`config.mk`:
```
export PLATFORM = sky130hd
export DESIGN_NAME = pd_wake_ctrl
export DESIGN_NICKNAME = d
export VERILOG_FILES = /design/src/rtl/pd_wake_ctrl.sv
export SDC_FILE = /design/constraint.sdc
export NUM_CORES = 1
export LEC_CHECK = 0
export BUFFER_PORTS_ARGS = -buffer_cell sky130_fd_sc_hd__buf_4
export CAP_MARGIN = 10
export CORE_ASPECT_RATIO = 0.8
export CORE_MARGIN = 8
export CORE_UTILIZATION = 55
export CTS_CLUSTER_DIAMETER = 30
export CTS_CLUSTER_SIZE = 20
export DETAILED_ROUTE_END_ITERATION = 8
export PLACE_DENSITY = 0.8
export SLEW_MARGIN = 20
export SYNTH_ARGS = -nofsm -noshare
export SYNTH_HDL_FRONTEND = slang
export SYNTH_SLANG_ARGS = --single-unit
```
`constraint.sdc`:
```
create_clock -name clk -period 2.78 [get_ports clk]
set_input_delay 0.139 -clock clk [delete_from_list [all_inputs] [get_ports clk]]
set_output_delay 0.139 -clock clk [all_outputs]
set_load 0.1 [all_outputs]
```
`src/rtl/pd_wake_ctrl.sv`:
```
module pd_wake_ctrl #(
  parameter int CW = 16
) (
  input  logic          clk,
  input  logic          rst_n,
  input  logic          pd_set,
  input  logic [1:0]    int_n,
  input  logic [1:0]    int_en,
  input  logic [1:0]    int_level,
  input  logic [CW-1:0] stab_count,
  output logic          pd_bit,
  output logic          osc_en,
  output logic          cpu_clk_en,
  output logic          per_clk_en,
  output logic          cpu_run,
  output logic          wake_pending,
  output logic [1:0]    wake_src
);
  typedef enum logic [1:0] {S_RUN, S_PD, S_STAB, S_HOLD} st_t;

  st_t           state;
  logic [CW-1:0] cnt;
  logic [1:0]    src;
  logic [1:0]    qual;
  logic          done;

  assign qual = ~int_n & int_en & int_level;
  assign done = (state == S_STAB) && (cnt == stab_count);

  always_ff @(posedge clk or negedge rst_n) begin
    if (!rst_n) begin
      state        <= S_RUN;
      cnt          <= '0;
      src          <= '0;
      wake_pending <= 1'b0;
    end else begin
      wake_pending <= done;
      case (state)
        S_RUN:  if (pd_set) state <= S_PD;
        S_PD:   if (|qual) begin
                  state <= S_STAB;
                  cnt   <= '0;
                  src   <= qual & (~qual + 2'd1);
                end
        S_STAB: if (done) state <= S_HOLD;
                else      cnt   <= cnt + 1'b1;
        S_HOLD: if ((src & ~int_n) == 2'b00) state <= S_RUN;
        default: state <= S_RUN;
      endcase
    end
  end

  assign pd_bit     = (state == S_PD);
  assign osc_en     = (state != S_PD);
  assign cpu_clk_en = (state == S_RUN) || (state == S_HOLD);
  assign per_clk_en = cpu_clk_en;
  assign cpu_run    = (state == S_RUN);
  assign wake_src   = src;


  pd_excl_chk: assert property (@(posedge clk) disable iff (!rst_n)
    pd_bit |-> (!osc_en && !cpu_clk_en && !per_clk_en && !cpu_run));

  gate_osc_chk: assert property (@(posedge clk) disable iff (!rst_n)
    (cpu_clk_en || per_clk_en) |-> osc_en);

  hold_release_chk: assert property (@(posedge clk) disable iff (!rst_n)
    (state == S_HOLD && (src & ~int_n) != 2'b00) |=> !cpu_run);

  pulse_shape_chk: assert property (@(posedge clk) disable iff (!rst_n)
    wake_pending |-> ($onehot(wake_src) && cpu_clk_en && !cpu_run));

  pulse_single_chk: assert property (@(posedge clk) disable iff (!rst_n)
    wake_pending |=> !wake_pending);

  late_pdset_chk: assert property (@(posedge clk) disable iff (!rst_n)
    (state != S_RUN && !pd_bit) |=> !pd_bit);
endmodule

```
==> results.yml <==
final_layout:
  design_area_um2: 1838
  drive_gt1_share_pct: 23.27
  antennaDiodeCount: 0
  final_core_util_pct: 66.99
  final_cell_mix: "35 x buf_4, 21 x dfrtp_1, 20 x nand2_1"
  final_common_cell: "buf_4"
  nets: 234
  area_growth_pct: 15.94
  fin_cells: 240
critical_path:
  worst_ep_arrival_time_ns: 2.52
  criticalPathCategory: "reg -> reg"
  crit_chain: "xor2_1, nor4_1, and4_1, buf_4, nor2_1, a311oi_2"
  critPathSlowestCell: "dfrtp_1"
  max_stage_delay_ns: 0.49
  worstPathRequired_ns: 3.00
  cp_max_fo: 12
  cp-start-kind: "flip-flop"
  endpoint_kind: "flip-flop"
flow_run:
  max-cap-violations: 0
yosys:
  yosysWarnings: 0
  syn-cell-area_um2: 1585
  ys_ff_latch: 21
  netlist_instances: 175
  netlist-cell-type-count: 45
  syn_avg_cell_area_um2: 9.059
  synth-edff-count: 0
  async_flop_share_pct: 100.0
  synth_fp_nets: 206
  synth.yosys.seq_area_share_pct: 33.15
  ys.flop_type: "dfrtp_1"
global_routing:
  grt_pass1_wl_um: 6941
  overflow: 0
  track_usage_pct: 16.86
  antenna_found_initial: 0
  grt_max_degree: 27
  grt_pass1_vias: 1454
timing:
  finClkSkew_ns: 0.005713
  post-route-min-period_ns: 2.303
  tightest_slew_ns: 0.5048
  setup-tns-final_ns: 0
  finalSetupViolations: 0
  relSlewSlack_pct: 66.03
  maxSlewViolCount: 0
  rsz0062_at_grt: "no"
  hold_viol: 0
  max_freq_mhz: 434.2
  min_period_over_period_pct: 82.84
pwr:
  p_sw_share_pct: 59.10
  p_int_uw: 820.5
  combPwrFrac_pct: 63.1
  finalPower_mw: 2.006
  ir_drop_uv: 1099
  seq_power_share_pct: 29.4
  leakage_nw: 0.8128
  p_switching_mw: 1.185
  pwr-share-clk_pct: 7.5
  power.density_nw_per_um2: 1091
clock_tree:
  clock_latency_ns: 0.31
  cts_resized: 0
  cts.clk_slew.worst_paths_ns: 0.12
  cts_root_buffer: "clkbuf_4"
  cts_buffers: 3
  cts_hold_buffers: 1
  cts-htree-levels: 1
  cts_tree: "built"
  clock_sinks: 21
  cts_setup_buffers: 0
  clk_path_buf_depth: 2
floorplanning:
  die_w_um: 76.03
  dieArea_um2: 4867
  core_region_area_um2: 2744
  core.rowCount: 17
  fp.dieH_um: 64.02
  pin_count: 33
  start_util_pct: 57.77
routing:
  drtPass1Iterations: 4
  dr_total_vias: 1472
  wl_um: 4101
  wl_per_cell_um: 17.09
  drt-initial-drc-count: 222
  route.detailed.drc: 0
  ant_nets: 0
  via_per_inst: 6.133
placement:
  dp_hpwl_um: 3066
  dp.cells: 235
  routabilityCongestion: 0.9333
  postPlaceCellArea_um2: 1802
  io_buffers: 32
min_path:
  hp-class: "in -> reg"
outcome:
  status: "finished, final reports clean"
per-layer routing:
metal  share of wire, %  global-route usage [%]
met2                 48                   28.07
met1                 44                   22.16
met4               0.51                   2.927
met3                7.5                   3.631
met5                  0                       0
cells in the mapped netlist (2+ instances only):
cell type / instances / area share [%]
ha_1: 6 / 4.7
and4_1: 3 / 1.7
nor2_1: 8 / 1.9
a221o_1: 3 / 1.9
buf_6: 3 / 2.1
a21oi_1: 3 / 0.95
nand3_1: 6 / 1.9
dfrtp_1: 21 / 33
nor3_1: 3 / 0.95
o211ai_1: 9 / 4.3
o21ai_0: 2 / 0.63
inv_1: 9 / 2.1
nand4_1: 3 / 1.2
or2_2: 2 / 0.79
nor4_1: 3 / 1.2
buf_4: 2 / 0.95
xor2_1: 16 / 8.8
nand3b_1: 3 / 1.4
o311ai_0: 11 / 6.1
or3_1: 10 / 3.9
clkbuf_1: 6 / 1.4
nand2_1: 20 / 4.7
registers in the layout (all words and copies together) (netlist names):
signal	flops
cnt	16
wake_src	2
state	2
wake_pending	1
layout make-up:
| cell class | instances | area, µm² |
|---|---|---|
| multi-input cells | 132 | 932.1 |
| fillers | 241 | 905.9 |
| flip-flops and latches | 21 | 525.5 |
| repair buffers | 36 | 272.8 |
| well taps | 38 | 47.55 |
| inverters | 9 | 33.78 |
| clock buffers | 4 | 26.28 |
power groups by stage:
stage / Sequential [mW] / Clock [mW] / Combinational, mW
after detailed placement: 0.593 / 0 / 1.26
final: 0.590 / 0.150 / 1.27
after global placement: 0.586 / 0 / 1.24
after floorplan: 0.621 / 0 / 0.977
after CTS: 0.588 / 0.155 / 1.27
after global routing: 0.610 / 0.168 / 1.35
worst paths after layout:
path,from,end,slack [ns],depth (start not counted)
worst max-delay path,cnt[4],cnt[7],0.48,6
worst min-delay path,int_n[0],wake_src[0],0.16,3
worst max register to register,cnt[4],cnt[7],0.48,6
worst min register to register,wake_src[0],wake_src[0],0.54,2
max in group asynchronous,rst_n,cnt[12],2.32,2
min in group asynchronous,rst_n,wake_pending,0.24,2
metrics by stage:
step	hold slack, ns	setup WS (ns)
global placement	0.04171	0.6808
global route	0.1593	0.3944
detailed placement	0.04445	0.6011
floorplan	-0.1566	0.3970
finish	0.1586	0.4770
CTS	0.1582	0.5681
worst max-delay path: cells and delay by family (launching register included):
kind / cells / cell delay, ns
flops: 1 / 0.49
compound gates: 1 / 0.25
buf+inv: 1 / 0.25
simple gates: 3 / 1.00
xor+xnor: 1 / 0.20
cell families (layout without fill, tap and decap cells):
group                    count (synthesis)  count (layout)  share of synthesized area [%]
multiplexers                             1               1                         0.6314
AO/OA/AOI/OAI                           41              41                          21.23
adder cells (fa/ha/maj)                  6               6                          4.735
flip-flops                              21              21                          33.15
buffers and inverters                   22              49                          8.207
AND/OR/NAND/NOR                         68              68                          23.21
XOR/XNOR                                16              16                          8.840
No activity file was read; power rests on OpenSTA's default activity.
